--- config.mk ---
export PLATFORM = sky130hd
export DESIGN_NAME = tcm_ami_framer
export DESIGN_NICKNAME = d
export VERILOG_FILES = /design/src/rtl/tcm_ami_pkg.sv /design/src/rtl/tcm_scrambler.sv /design/src/rtl/tcm_tx_framer.sv /design/src/rtl/tcm_rx_deframer.sv /design/src/rtl/tcm_ami_framer.sv
export SDC_FILE = /design/constraint.sdc
export NUM_CORES = 1
export LEC_CHECK = 0
export ABC_CLOCK_PERIOD_IN_PS = 3000
export BUFFER_PORTS_ARGS = -buffer_cell sky130_fd_sc_hd__buf_4
export CORE_MARGIN = 2
export CORE_UTILIZATION = 30
export DETAILED_ROUTE_END_ITERATION = 8
export PLACE_DENSITY = 0.59
export SYNTH_ARGS = -nofsm -noshare
export SYNTH_HDL_FRONTEND = slang
export SYNTH_HIERARCHICAL = 1
export SYNTH_SLANG_ARGS = --single-unit
--- constraint.sdc ---
create_clock -name clk -period 3 [get_ports clk]
set_clock_uncertainty 0.05 [all_clocks]
set_input_delay 0.6 -clock clk [delete_from_list [all_inputs] [get_ports clk]]
set_output_delay 0.6 -clock clk [all_outputs]
set_load 0.005 [all_outputs]
--- src/rtl/tcm_ami_pkg.sv ---
package tcm_ami_pkg;

    typedef enum logic [1:0] {
        SYM_ZERO = 2'b00,
        SYM_POS  = 2'b01,
        SYM_NEG  = 2'b10
    } sym_t;

    typedef enum logic [2:0] {
        TX_OFF,
        TX_WAIT,
        TX_START,
        TX_DATA,
        TX_GUARD
    } tx_state_t;

    typedef enum logic [1:0] {
        RX_OFF,
        RX_HUNT,
        RX_DATA
    } rx_state_t;

    // Mark polarity that follows a mark of the given sign.
    function automatic sym_t mark_after(input logic last_was_neg);
        return last_was_neg ? SYM_POS : SYM_NEG;
    endfunction

endpackage

--- src/rtl/tcm_scrambler.sv ---
module tcm_scrambler #(
    parameter int LEN        = 9,
    parameter int TAP        = 5,
    parameter bit DESCRAMBLE = 1'b0
) (
    input  logic clk,
    input  logic rst_n,
    input  logic clr,
    input  logic step,
    input  logic din,
    output logic dout
);

    logic [LEN-1:0] hist_q;
    logic           shift_in;

    assign dout = din ^ hist_q[TAP-1] ^ hist_q[LEN-1];

    // History holds line-side bits in both variants.
    generate
        if (DESCRAMBLE) begin : g_descr
            assign shift_in = din;
        end else begin : g_scr
            assign shift_in = dout;
        end
    endgenerate

    always_ff @(posedge clk or negedge rst_n) begin
        if (!rst_n) begin
            hist_q <= '1;
        end else if (clr) begin
            hist_q <= '1;
        end else if (step) begin
            hist_q <= {hist_q[LEN-2:0], shift_in};
        end
    end

endmodule

--- src/rtl/tcm_tx_framer.sv ---
module tcm_tx_framer
    import tcm_ami_pkg::*;
#(
    parameter int PW      = 36,
    parameter int GUARD   = 6,
    parameter int SCR_LEN = 9,
    parameter int SCR_TAP = 5
) (
    input  logic          clk,
    input  logic          rst_n,
    input  logic          sym_en,
    input  logic          fs,
    input  logic          act,
    input  logic [PW-1:0] payload,
    output logic [1:0]    line_code,
    output logic          listen
);

    localparam int CMAX = (PW > GUARD) ? PW : GUARD;
    localparam int CW   = $clog2(CMAX + 1);
    localparam logic [CW-1:0] LAST_DATA  = CW'(PW - 1);
    localparam logic [CW-1:0] LAST_GUARD = CW'(GUARD - 1);

    tx_state_t     st_q, st_d;
    logic          fs_pend_q;
    logic          phase_q;
    logic          fs_hit;
    logic          burst_req;
    logic [CW-1:0] cnt_q;
    logic [PW-1:0] sh_q;
    logic          last_neg_q;
    sym_t          code_q;
    logic          scr_out;
    logic          scr_step;
    logic          scr_clr;

    assign fs_hit    = sym_en & (fs | fs_pend_q);
    assign burst_req = fs_hit & ~phase_q;
    assign scr_step  = sym_en & act & (st_q == TX_DATA);
    assign scr_clr   = sym_en & ~act;

    tcm_scrambler #(
        .LEN        (SCR_LEN),
        .TAP        (SCR_TAP),
        .DESCRAMBLE (1'b0)
    ) i_scr (
        .clk   (clk),
        .rst_n (rst_n),
        .clr   (scr_clr),
        .step  (scr_step),
        .din   (sh_q[PW-1]),
        .dout  (scr_out)
    );

    // Sync pulse held until the next symbol tick.
    always_ff @(posedge clk or negedge rst_n) begin
        if (!rst_n) begin
            fs_pend_q <= 1'b0;
        end else if (sym_en) begin
            fs_pend_q <= 1'b0;
        end else if (fs) begin
            fs_pend_q <= 1'b1;
        end
    end

    // Every second sync starts a burst, counted from activation.
    always_ff @(posedge clk or negedge rst_n) begin
        if (!rst_n) begin
            phase_q <= 1'b0;
        end else if (sym_en) begin
            if (!act || st_q == TX_OFF) begin
                phase_q <= 1'b0;
            end else if (fs_hit) begin
                phase_q <= ~phase_q;
            end
        end
    end

    always_comb begin
        st_d = st_q;
        if (!act) begin
            st_d = TX_OFF;
        end else begin
            unique case (st_q)
                TX_OFF:   st_d = TX_WAIT;
                TX_WAIT:  if (burst_req) st_d = TX_START;
                TX_START: st_d = TX_DATA;
                TX_DATA:  if (cnt_q == LAST_DATA) st_d = TX_GUARD;
                TX_GUARD: if (cnt_q == LAST_GUARD) st_d = TX_WAIT;
                default:  st_d = TX_OFF;
            endcase
        end
    end

    always_ff @(posedge clk or negedge rst_n) begin
        if (!rst_n) begin
            st_q <= TX_OFF;
        end else if (sym_en) begin
            st_q <= st_d;
        end
    end

    always_ff @(posedge clk or negedge rst_n) begin
        if (!rst_n) begin
            code_q     <= SYM_ZERO;
            last_neg_q <= 1'b1;
            cnt_q      <= '0;
            sh_q       <= '0;
        end else if (sym_en) begin
            if (!act) begin
                code_q     <= SYM_ZERO;
                last_neg_q <= 1'b1;
                cnt_q      <= '0;
            end else begin
                unique case (st_q)
                    TX_OFF: begin
                        code_q <= SYM_ZERO;
                        cnt_q  <= '0;
                    end
                    TX_WAIT: begin
                        code_q <= SYM_ZERO;
                        cnt_q  <= '0;
                        if (burst_req) sh_q <= payload;
                    end
                    TX_START: begin
                        code_q     <= mark_after(last_neg_q);
                        last_neg_q <= ~last_neg_q;
                        cnt_q      <= '0;
                    end
                    TX_DATA: begin
                        sh_q <= {sh_q[PW-2:0], 1'b0};
                        if (scr_out) begin
                            code_q     <= mark_after(last_neg_q);
                            last_neg_q <= ~last_neg_q;
                        end else begin
                            code_q <= SYM_ZERO;
                        end
                        cnt_q <= (cnt_q == LAST_DATA) ? '0 : cnt_q + 1'b1;
                    end
                    TX_GUARD: begin
                        code_q <= SYM_ZERO;
                        cnt_q  <= cnt_q + 1'b1;
                    end
                    default: begin
                        code_q <= SYM_ZERO;
                        cnt_q  <= '0;
                    end
                endcase
            end
        end
    end

    assign line_code = code_q;
    assign listen    = (st_q == TX_WAIT);

endmodule

--- src/rtl/tcm_rx_deframer.sv ---
module tcm_rx_deframer
    import tcm_ami_pkg::*;
#(
    parameter int PW      = 36,
    parameter int SCR_LEN = 9,
    parameter int SCR_TAP = 5
) (
    input  logic          clk,
    input  logic          rst_n,
    input  logic          sym_en,
    input  logic          act,
    input  logic          listen,
    input  logic [1:0]    rx_code,
    output logic [PW-1:0] payload,
    output logic          valid,
    output logic          viol
);

    localparam int CW = $clog2(PW + 1);
    localparam logic [CW-1:0] LAST_DATA = CW'(PW - 1);

    rx_state_t     st_q, st_d;
    logic [CW-1:0] cnt_q;
    logic [PW-1:0] sh_q;
    logic [PW-1:0] pay_q;
    logic          last_neg_q;
    logic          valid_q;
    logic          viol_q;
    logic          is_mark;
    logic          is_neg;
    logic          heard;
    logic          dscr_out;
    logic          dscr_step;
    logic          dscr_clr;

    assign is_neg    = (rx_code == SYM_NEG);
    assign is_mark   = (rx_code == SYM_POS) || is_neg;
    assign heard     = sym_en & act & listen & (st_q != RX_OFF);
    assign dscr_step = heard & (st_q == RX_DATA);
    assign dscr_clr  = sym_en & ~act;

    tcm_scrambler #(
        .LEN        (SCR_LEN),
        .TAP        (SCR_TAP),
        .DESCRAMBLE (1'b1)
    ) i_dscr (
        .clk   (clk),
        .rst_n (rst_n),
        .clr   (dscr_clr),
        .step  (dscr_step),
        .din   (is_mark),
        .dout  (dscr_out)
    );

    always_comb begin
        st_d = st_q;
        if (!act) begin
            st_d = RX_OFF;
        end else begin
            unique case (st_q)
                RX_OFF:  st_d = RX_HUNT;
                RX_HUNT: if (listen && is_mark) st_d = RX_DATA;
                RX_DATA: begin
                    if (!listen || cnt_q == LAST_DATA) st_d = RX_HUNT;
                end
                default: st_d = RX_OFF;
            endcase
        end
    end

    always_ff @(posedge clk or negedge rst_n) begin
        if (!rst_n) begin
            st_q <= RX_OFF;
        end else if (sym_en) begin
            st_q <= st_d;
        end
    end

    always_ff @(posedge clk or negedge rst_n) begin
        if (!rst_n) begin
            cnt_q      <= '0;
            sh_q       <= '0;
            pay_q      <= '0;
            last_neg_q <= 1'b1;
            valid_q    <= 1'b0;
            viol_q     <= 1'b0;
        end else begin
            valid_q <= 1'b0;
            viol_q  <= 1'b0;
            if (sym_en) begin
                if (!act) begin
                    last_neg_q <= 1'b1;
                    cnt_q      <= '0;
                end else begin
                    if (heard && is_mark) begin
                        viol_q     <= (is_neg == last_neg_q);
                        last_neg_q <= is_neg;
                    end
                    unique case (st_q)
                        RX_DATA: begin
                            if (listen) begin
                                sh_q <= {sh_q[PW-2:0], dscr_out};
                                if (cnt_q == LAST_DATA) begin
                                    pay_q   <= {sh_q[PW-2:0], dscr_out};
                                    valid_q <= 1'b1;
                                    cnt_q   <= '0;
                                end else begin
                                    cnt_q <= cnt_q + 1'b1;
                                end
                            end else begin
                                cnt_q <= '0;
                            end
                        end
                        default: cnt_q <= '0;
                    endcase
                end
            end
        end
    end

    assign payload = pay_q;
    assign valid   = valid_q;
    assign viol    = viol_q;

endmodule

--- src/rtl/tcm_ami_framer.sv ---
module tcm_ami_framer
    import tcm_ami_pkg::*;
#(
    parameter int B_W        = 8,
    parameter int D_W        = 2,
    parameter int N_FRM      = 2,
    parameter int GUARD_SYMS = 6,
    parameter int SCR_LEN    = 9,
    parameter int SCR_TAP    = 5
) (
    input  logic                      clk,
    input  logic                      rst_n,
    input  logic                      sym_en,
    input  logic                      fs,
    input  logic                      line_act,
    input  logic                      tx_en_b1,
    input  logic                      tx_en_b2,
    input  logic                      tx_en_d,
    input  logic [N_FRM-1:0][B_W-1:0] tx_b1,
    input  logic [N_FRM-1:0][B_W-1:0] tx_b2,
    input  logic [N_FRM-1:0][D_W-1:0] tx_d,
    output logic [1:0]                tx_code,
    input  logic [1:0]                rx_code,
    output logic [N_FRM-1:0][B_W-1:0] rx_b1,
    output logic [N_FRM-1:0][B_W-1:0] rx_b2,
    output logic [N_FRM-1:0][D_W-1:0] rx_d,
    output logic                      rx_valid,
    output logic                      rx_viol
);

    localparam int GW = 2 * B_W + D_W;
    localparam int PW = N_FRM * GW;

    logic [PW-1:0] tx_payload;
    logic [PW-1:0] rx_payload;
    logic          rx_open;

    // Frame 0 occupies the most significant group, sent first.
    generate
        for (genvar f = 0; f < N_FRM; f++) begin : g_frm
            localparam int HI = PW - 1 - f * GW;
            assign tx_payload[HI -: GW] = {
                tx_en_b1 ? tx_b1[f] : {B_W{1'b1}},
                tx_en_b2 ? tx_b2[f] : {B_W{1'b1}},
                tx_en_d  ? tx_d[f]  : {D_W{1'b1}}
            };
            assign rx_b1[f] = rx_payload[HI -: B_W];
            assign rx_b2[f] = rx_payload[HI - B_W -: B_W];
            assign rx_d[f]  = rx_payload[HI - 2 * B_W -: D_W];
        end
    endgenerate

    tcm_tx_framer #(
        .PW      (PW),
        .GUARD   (GUARD_SYMS),
        .SCR_LEN (SCR_LEN),
        .SCR_TAP (SCR_TAP)
    ) i_tx (
        .clk       (clk),
        .rst_n     (rst_n),
        .sym_en    (sym_en),
        .fs        (fs),
        .act       (line_act),
        .payload   (tx_payload),
        .line_code (tx_code),
        .listen    (rx_open)
    );

    tcm_rx_deframer #(
        .PW      (PW),
        .SCR_LEN (SCR_LEN),
        .SCR_TAP (SCR_TAP)
    ) i_rx (
        .clk     (clk),
        .rst_n   (rst_n),
        .sym_en  (sym_en),
        .act     (line_act),
        .listen  (rx_open),
        .rx_code (rx_code),
        .payload (rx_payload),
        .valid   (rx_valid),
        .viol    (rx_viol)
    );

endmodule

==> qor.yml, run 1 <==
final_layout:
  nets: 653
  syn_to_final_growth_pct: 22.15
  layout-drive-gt1-share_pct: 47.73
  diodes: 0
  fin_util_pct: 37.42
worst_setup_path:
  reg2reg_setup_slack_ns: 0.55
  cp_max_fo: 37
  reg2reg_from: "i_tx/st_q[0]$_DFFE_PN0P_"
  end_kind: "register"
  worstPathArrival_ns: 2.69
  crit_path_start: "i_tx/st_q[0]$_DFFE_PN0P_"
  required_ns: 3.25
  worstReg2RegEnd: "i_rx/payload[7]$_DFFE_PN0P_"
  crit_top_cell: "nand2_1"
  path_class: "reg2reg"
  worstSetupStartpointType: "register"
  path_cells: "nand2_1 > nor2_1 > nand2_1 > nor4_4 > buf_12 > mux2_2"
  crit_buf_inv: 1
  endpoint: "i_rx/payload[7]$_DFFE_PN0P_"
  crit_cells: 6
  slowest_delay_ns: 0.57
  path_delay_family: "simple AND/OR/NAND/NOR gates"
  crit_path_top_delay_cell: "dfrtp_1"
  rr_worst_depth: 6
power_and_ir_drop:
  ir_drop_uv: 411.7
  power_mw: 5.864
  power_density_mw_per_mm2: 692.1
  leakage_nw: 3.821
sta:
  drv_slew: 0
  worst_pin_slew_ns: 0.7176
  fin_crit_sh_pct: 81.55
  fin_crit_ns: 2.446
  slew_headroom_pct: 51.99
  hold_ws_ns: 0.1193
  fin_setup_tns_ns: 0
  rsz0062_at_grt: "no"
  finalHoldViolCount: 0
  timing.final.ws_setup_ns: 0.5535
  max_freq_mhz: 408.8
  finalSetupViolCount: 0
routing:
  wl_per_cell_um: 14.66
  ant_nets: 0
  vias: 4256
  detailedRoute.firstIterationViolations: 305
  vias_per_cell: 4.724
  firstDrtPassIters: 4
  drc: 0
  routed_wl_um: 13210
clock_tree:
  worst_skew_pair.late_latency_ns: 0.42
  cts.path.max_buffers: 2
  cts_tree: "done"
  numClockSinks: 150
  cts-hold-fix-buffers: 0
  cts_htree_levels: 4
  cts_setup_buffers: 0
  cts_made_buffers: 17
  ctsResizeCount: 0
  clkTransAtPathRegs_ns: 0.06
  cts_root_buf: "clkbuf_16"
global_routing:
  grt_util_all_layers_pct: 11.32
  grt.met3_usage_pct: 3.861
  antenna_found_initial: 0
  grtUsageMet1_pct: 14.14
  grt_pass1_vias: 4500
  grtUsageMet2_pct: 18.20
  grt_pass1_wl_um: 22110
  grt_busiest_layer: "met2"
  grt_max_degree: 60
  overflow: 0
floorplanning:
  die_h_um: 156.1
  die_w_um: 156.1
  io_pins: 86
  dieArea_mm2: 0.02435
  core-area_mm2: 0.02264
  start_util_pct: 30.64
  fp-row-count: 55
synth:
  synth_area_leader_cell: "dfrtp_1"
  ys_ff_latch: 150
  synth-seq-area-share_pct: 54.47
  syn-cell-area_mm2: 0.006937
  synth_top_area_share_pct: 46.90
  synth.distinct_cells: 61
  synth-edff-count: 0
  synth_cells: 517
  synth_warnings: 6
  post-synth-top-count-cell: "mux2_2"
  synthTopCellsByCount: "mux2_2, dfrtp_1, nand2b_1, dfstp_2"
  synth_ff_type: "dfrtp_1"
  synthesis.nets: 567
  async_reset_ff_share_pct: 100.0
  synth.area.top_cells: "dfrtp_1, mux2_2, dfstp_2"
  synth.avg_cell_area_um2: 13.42
place:
  dp_hpwl_um: 8635
  numPortBuffers: 85
  gp_congestion: 0.7233
  pre_cts_slack_ns: 0.6000
job:
  cap_violations: 0
outcome:
  status: "finished, final reports clean"
min_path:
  hold_class: "in2async"
==> metrics by stage <==
step	instance area, um2	std cells
floorplan	6937	517
global placement	7859	869
detailed placement	7859	869
CTS	8473	901
global route	8473	901
finish	8473	901
==> how the worst min path moves through the flow <==
stage	from	to	slack [ns]
2_1_floorplan	rst_n	i_rx/cnt_q[0]$_DFFE_PN0P_	0.25
3_3_place_gp	i_rx/payload[32]$_DFFE_PN0P_	i_rx/payload[32]$_DFFE_PN0P_	0.43
3_5_place_dp	i_rx/payload[32]$_DFFE_PN0P_	i_rx/payload[32]$_DFFE_PN0P_	0.44
4_1_cts	rst_n	i_tx/sh_q[25]$_DFFE_PN0P_	0.13
5_1_grt	rst_n	i_tx/sh_q[23]$_DFFE_PN0P_	0.15
6_report	rst_n	i_tx/sh_q[24]$_DFFE_PN0P_	0.12
==> report_power, final <==
part	leakage (nW)	total (mW)	switching (mW)	internal, mW
clock	0.290	2.21	0.872	1.34
sequential	1.91	2.63	0.223	2.41
combinational	1.62	1.02	0.428	0.593
==> cell families after synthesis <==
logic type | Yosys count | share of synthesized area (%)
adder cells (fa/ha/maj) | 4 | 0.7215
XOR/XNOR | 6 | 0.9920
buffers and inverters | 38 | 3.211
multiplexers | 145 | 23.58
flip-flops | 150 | 54.47
AO/OA/AOI/OAI | 60 | 6.782
AND/OR/NAND/NOR | 114 | 10.25
==> sequential cells by signal (all words and copies together) (netlist names) <==
| register | cells |
|---|---|
| i_rx/cnt_q | 6 |
| i_rx/i_dscr/hist_q | 9 |
| i_rx/last_neg_q | 1 |
| i_rx/payload | 36 |
| i_rx/sh_q | 35 |
| i_rx/st_q | 2 |
| i_rx/valid | 1 |
| i_rx/viol | 1 |
| i_tx/cnt_q | 6 |
| i_tx/fs_pend_q | 1 |
| i_tx/i_scr/hist_q | 9 |
| i_tx/last_neg_q | 1 |
| i_tx/line_code | 2 |
| i_tx/phase_q | 1 |
| i_tx/sh_q | 36 |
| i_tx/st_q | 3 |
==> layout make-up <==
| cell class | instances | area (um2) |
|---|---|---|
| fillers | 2120 | 14170 |
| flip-flops and latches | 150 | 3779 |
| multi-input cells | 329 | 2943 |
| repair buffers | 92 | 732.0 |
| clock buffers | 19 | 442.9 |
| well taps | 285 | 356.6 |
| clock inverters | 13 | 171.4 |
| inverters | 13 | 48.80 |
==> placed cells by master, fill, tap and decap left out, drive strengths merged, types with 6 or more instances in the layout <==
cell,count
nand2b,27
a211o,18
clkbuf,19
o21ai,9
inv,16
nand2,15
mux2,141
dfstp,20
nor2,13
nor2b,17
buf,92
or2b,10
o2bb2ai,6
dfrtp,130
==> routing by layer <==
metal	wire length [um]	vias to the layer above	part of all wire, %
met2	6111	104	46
met3	742	18	5.6
met5	0	-	0
met4	188	0	1.4
li1	-	2015	-
met1	6164	2119	47
Power figures use the tool's default switching activity.
==> run 2, diff against run 1 <==
ABC_AREA = 1   (was default)
ABC_CLOCK_PERIOD_IN_PS = 2400   (was 3000)
clock period = 2.4 ns   (was 3 ns; I/O delays follow)
==> run 2 against run 1 <==
- worst hold slack improved by 0.18 ns
- critical path type unchanged
- sequential cell count unchanged
- wire length increased by 3.1%
- clock power increased by 24%
- clock-buffer cell count decreased by 2
- cell count increased by 39%
==> qor.yml, run 2 <==
outcome:
  status: "finished, final reports clean"
floorplanning:
  die_w_um: 159.6
  core-area_mm2: 0.02361
  dieArea_mm2: 0.02548
  fp-row-count: 56
  start_util_pct: 30.77
  io_pins: 86
  die_h_um: 159.6
final_layout:
  diodes: 0
  mostFrequentLayoutCells: "nand2_1, inv_1, dfrtp_1, buf_4, o21ai_0"
  nets: 967
  final_common_cell: "nand2_1"
  layout-drive-gt1-share_pct: 25.05
  final_area_mm2: 0.008720
  fin_util_pct: 36.93
  final_cells: 1249
  syn_to_final_growth_pct: 20.01
synth:
  post-synth-top-count-cell: "nand2_1"
  synth_ff_type: "dfrtp_1"
  synth_top_area_share_pct: 44.77
  synth.avg_cell_area_um2: 8.670
  synthesis.nets: 888
  synth_area_leader_cell: "dfrtp_1"
  syn-cell-area_mm2: 0.007266
  ys_ff_latch: 150
  synthTopCellsByCount: "nand2_1, inv_1, dfrtp_1, o21ai_0, nor2_1"
  async_reset_ff_share_pct: 100.0
  synth.area.top_cells: "dfrtp_1, nand2_1, inv_1"
  synth.distinct_cells: 41
  synth_cells: 838
  synth-seq-area-share_pct: 52.01
  synth_warnings: 6
  synth-edff-count: 0
sta:
  fin_crit_sh_pct: 84.16
  hold_ws_ns: 0.2960
  timing.final.ws_setup_ns: 0.3802
  finalSetupViolCount: 0
  max_freq_mhz: 495.1
  drv_slew: 0
  rsz0062_at_grt: "no"
  worst_pin_slew_ns: 0.5434
  finalHoldViolCount: 0
  slew_headroom_pct: 63.77
  fin_setup_tns_ns: 0
  fin_crit_ns: 2.020
worst_setup_path:
  worstSetupStartpointType: "register"
  path_class: "reg2reg"
  reg2reg_from: "i_tx/st_q[2]$_DFFE_PN0P_"
  crit_path_start: "i_tx/st_q[2]$_DFFE_PN0P_"
  cp_max_fo: 41
  required_ns: 2.66
  end_kind: "register"
  worstPathArrival_ns: 2.28
routing:
  firstDrtPassIters: 4
  routed_wl_um: 13610
  ant_nets: 0
  vias: 5305
  detailedRoute.firstIterationViolations: 321
  wl_per_cell_um: 10.90
  vias_per_cell: 4.247
  drc: 0
power_and_ir_drop:
  ir_drop_uv: 426.4
  power_density_mw_per_mm2: 788.5
  power_mw: 6.876
  leakage_nw: 4.441
min_path:
  min-delay-start: "fs"
  hold_class: "in2reg"
clock_tree:
  cts_made_buffers: 17
  ctsResizeCount: 0
  clkTransAtPathRegs_ns: 0.07
  cts_htree_levels: 4
  cts_tree: "done"
  numClockSinks: 150
  cts.path.max_buffers: 2
  cts_root_buf: "clkbuf_16"
  worst_skew_pair.late_latency_ns: 0.42
place:
  pre_cts_slack_ns: 0.3728
  dp_hpwl_um: 9225
  post_dp_cell_area_mm2: 0.008099
  gp_congestion: 0.7581
  numPortBuffers: 85
  dp_cells: 1216
global_routing:
  grt_pass1_vias: 5148
  grt_max_degree: 73
  antenna_found_initial: 0
  grt_util_all_layers_pct: 11.33
  grt_pass1_wl_um: 24120
  overflow: 0
job:
  cap_violations: 0
==> run 2: changes by cell type after synthesis, moves of 18 or more <==
cell      previous run  this run
nand2_1             15       216
mux2_2             138         0
inv_1               13       147
o21ai_0              9        70
nor2_1              13        54
o21ai_2              0        35
a21oi_2              0        30
nand2b_1            27         0
nand3_1              4        22
==> run 2: where the power goes <==
part           leakage, nW  switching [mW]  internal (mW)
registers             1.88           0.145           2.91
logic                 2.26           0.672          0.422
clock network        0.295            1.15           1.58
==> run 2: path summary, 6_finish.rpt <==
check                      slack [ns]  cells after the start                               end
max                              0.38                      9      i_rx/payload[21]$_DFFE_PN0P_
min                              0.30                      3        i_tx/fs_pend_q$_DFFE_PN0P_
max reg2reg                      0.38                      9      i_rx/payload[21]$_DFFE_PN0P_
min reg2reg                      0.43                      2  i_tx/i_scr/hist_q[1]$_DFFE_PN1P_
max in group asynchronous        1.06                      3       i_rx/last_neg_q$_DFFE_PN1P_
min in group asynchronous        0.50                      2       i_rx/payload[4]$_DFFE_PN0P_
==> run 2: worst max-delay path, cell delays in order, from the launching register on <==
cell and delay [ns]:
dfrtp_1 0.40, inv_1 0.17, nand2_2 0.12, nor2_4 0.16, nand2_1 0.13, nor3_4 0.23
nand2_4 0.22, buf_12 0.26, nand2_1 0.10, o21ai_2 0.06
==> run 2: what timing repair did <==
action | in CTS | in global routing
hold buffers | 1 | 0
endpoints found under the hold margin | 41 | 0
setup buffers | 0 | 0
==> run 2: kinds of logic (layout without fill, tap and decap cells) <==
family | count (synthesis) | count (layout) | synth area share (%)
DFF | 150 | 150 | 52.01
adders and majority gates | 4 | 4 | 0.6889
AOI/OAI and AO/OA | 175 | 175 | 15.95
buffers and inverters | 185 | 277 | 12.17
xor gates and xnor gates | 6 | 6 | 0.7233
and+or+nand+nor | 318 | 318 | 18.46
==> run 2: layer usage <==
layer / up-vias / track usage (%) / share of wire, %
met1: 2422 / 15.57 / 52
met2: 115 / 17.34 / 42
li1: 2754 / - / -
met5: - / 0 / 0
met3: 14 / 2.857 / 4.9
met4: 0 / 4.050 / 1.5
==> run 2: cell type report <==
cell class | count | area [um2]
tap | 319 | 399.1
inverter | 149 | 561.8
fill | 2408 | 14890
clock buffer | 17 | 425.4
clock inverter | 15 | 185.2
multi-input combinational | 503 | 2605
sequential | 150 | 3779
timing repair buffer | 96 | 764.5
==> run 3, diff against run 2 <==
ABC_CLOCK_PERIOD_IN_PS = 2000   (was 2400)
clock period = 2 ns   (was 2.4 ns; I/O delays follow)
==> run 3 against run 2 <==
- register-to-register slack got worse by 0.12 ns
- combinational power rose by 28%
- wire length rose by 0.45%
- via count barely moved
- highest routed layer unchanged
- sequential share of layout area fell by 0.64 points
- die area did not move
- clock power rose by 19%
- cell area rose by 1.5%
- first-iteration DRC count rose by 5.0%
- non-clock buffer count rose by 9
- cell count rose by 0.72%
==> qor.yml, run 3 (synthesized netlist as in run 2, its figures left out) <==
outcome:
  status: "finished, final reports clean"
worst_setup_path:
  end_kind: "register"
  worstPathArrival_ns: 2.00
  required_ns: 2.26
  cp_max_fo: 16
  worstSetupStartpointType: "register"
  path_class: "reg2reg"
place:
  dp_hpwl_um: 9433
  numPortBuffers: 85
  gp_congestion: 0.7546
  pre_cts_slack_ns: 0.2414
sta:
  timing.final.ws_setup_ns: 0.2580
  fin_crit_ns: 1.742
  slew_headroom_pct: 67.70
  worst_pin_slew_ns: 0.4845
  fin_setup_tns_ns: 0
  finalSetupViolCount: 0
  rsz0062_at_grt: "no"
  finalHoldViolCount: 0
  max_freq_mhz: 574.0
  fin_crit_sh_pct: 87.10
  drv_slew: 0
  hold_ws_ns: 0.1950
power_and_ir_drop:
  power_density_mw_per_mm2: 935.1
  ir_drop_uv: 414.3
  leakage_nw: 4.513
global_routing:
  grt_pass1_wl_um: 24040
  grt_pass1_vias: 5088
  grt_util_all_layers_pct: 11.38
  grt_max_degree: 72
  antenna_found_initial: 0
  overflow: 0
clock_tree:
  cts-hold-fix-buffers: 1
  numClockSinks: 150
  cts.path.max_buffers: 2
  cts_made_buffers: 17
  cts_htree_levels: 4
  worst_skew_pair.late_latency_ns: 0.43
  cts_root_buf: "clkbuf_16"
  clkTransAtPathRegs_ns: 0.07
  cts_tree: "done"
  ctsResizeCount: 0
  cts_setup_buffers: 0
floorplanning:
  dieArea_mm2: 0.02548
  die_h_um: 159.6
  fp-row-count: 56
  start_util_pct: 30.77
  io_pins: 86
  core-area_mm2: 0.02361
  die_w_um: 159.6
final_layout:
  final_common_cell: "nand2_1"
  fill_cells: 2399
  nets: 976
  mostFrequentLayoutCells: "nand2_1, inv_1, dfrtp_1, buf_4, o21ai_0"
  syn_to_final_growth_pct: 21.82
  regArea_mm2: 0.003779
  layout-drive-gt1-share_pct: 25.77
  diodes: 0
  multi_input_area_mm2: 0.002605
job:
  cap_violations: 0
routing:
  vias_per_cell: 4.221
  drc: 0
  wl_per_cell_um: 10.87
  routed_wl_um: 13670
  ant_nets: 0
  vias: 5310
  firstDrtPassIters: 4
  detailedRoute.firstIterationViolations: 337
min_path:
  hold_class: "in2reg"
## run 3: cell count changes in the layout (fill, tap and decap cells not counted)
| cell | previous run | this run |
|---|---|---|
| inv_6 | 4 | 5 |
| clkinvlp_4 | 2 | 1 |
| clkinv_2 | 1 | 0 |
| bufinv_16 | 2 | 1 |
| inv_8 | 4 | 6 |
| buf_12 | 3 | 9 |
| buf_4 | 91 | 94 |
## run 3: metrics by stage
step                std cells  power (mW)  area [um2]  util [%]
finish                   1258       8.277        8851     37.48
global route             1258       8.790        8851     37.48
CTS                      1258       8.413        8851     37.48
detailed placement       1225       5.109        8242     34.90
global placement         1225       5.078        8242     34.90
floorplan                 838       4.719        7266         -
## run 3: report_power, final
group	switching, mW	total, mW	internal [mW]
Sequential	0.157	3.64	3.49
Combinational	0.838	1.40	0.558
Clock	1.44	3.24	1.79
## run 3: cell type report
class,instances,area share (%)
Clock buffer,17,4.806
Clock inverter,15,1.965
Inverter,149,6.347
Multi-Input combinational cell,503,29.43
Sequential cell,150,42.69
Tap cell,319,4.509
Timing Repair Buffer,105,10.25
## run 3: path summary, 6_finish.rpt
| kind | from | endpoint | slack, ns | depth (start not counted) |
|---|---|---|---|---|
| max in group asynchronous | rst_n | i_tx/i_scr/hist_q[2]$_DFFE_PN1P_ | 0.85 | 3 |
| hold / removal | fs | i_tx/fs_pend_q$_DFFE_PN0P_ | 0.19 | 3 |
| setup / recovery | i_tx/st_q[2]$_DFFE_PN0P_ | i_rx/payload[23]$_DFFE_PN0P_ | 0.26 | 9 |
| min in group asynchronous | rst_n | i_rx/payload[5]$_DFFE_PN0P_ | 0.43 | 2 |
| hold reg to reg | i_tx/i_scr/hist_q[1]$_DFFE_PN1P_ | i_tx/i_scr/hist_q[1]$_DFFE_PN1P_ | 0.43 | 2 |
| setup reg to reg | i_tx/st_q[2]$_DFFE_PN0P_ | i_rx/payload[23]$_DFFE_PN0P_ | 0.26 | 9 |
## run 3: critical path, stage by stage, from the launching register on
cell     delay (ns)
dfrtp_1        0.41
inv_1          0.10
nand2_2        0.09
nor2_4         0.09
nand2_1        0.10
nor3_4         0.23
nand2_4        0.18
buf_4          0.24
nand2_1        0.08
o21ai_2        0.05
## run 3: routing by layer
layer	GRT usage [%]	vias up	part of all wire, %
li1	-	2773	-
met1	15.89	2424	51
met2	17.14	101	44
met3	3.325	12	4.7
met4	3.264	0	0.78
met5	0	-	0
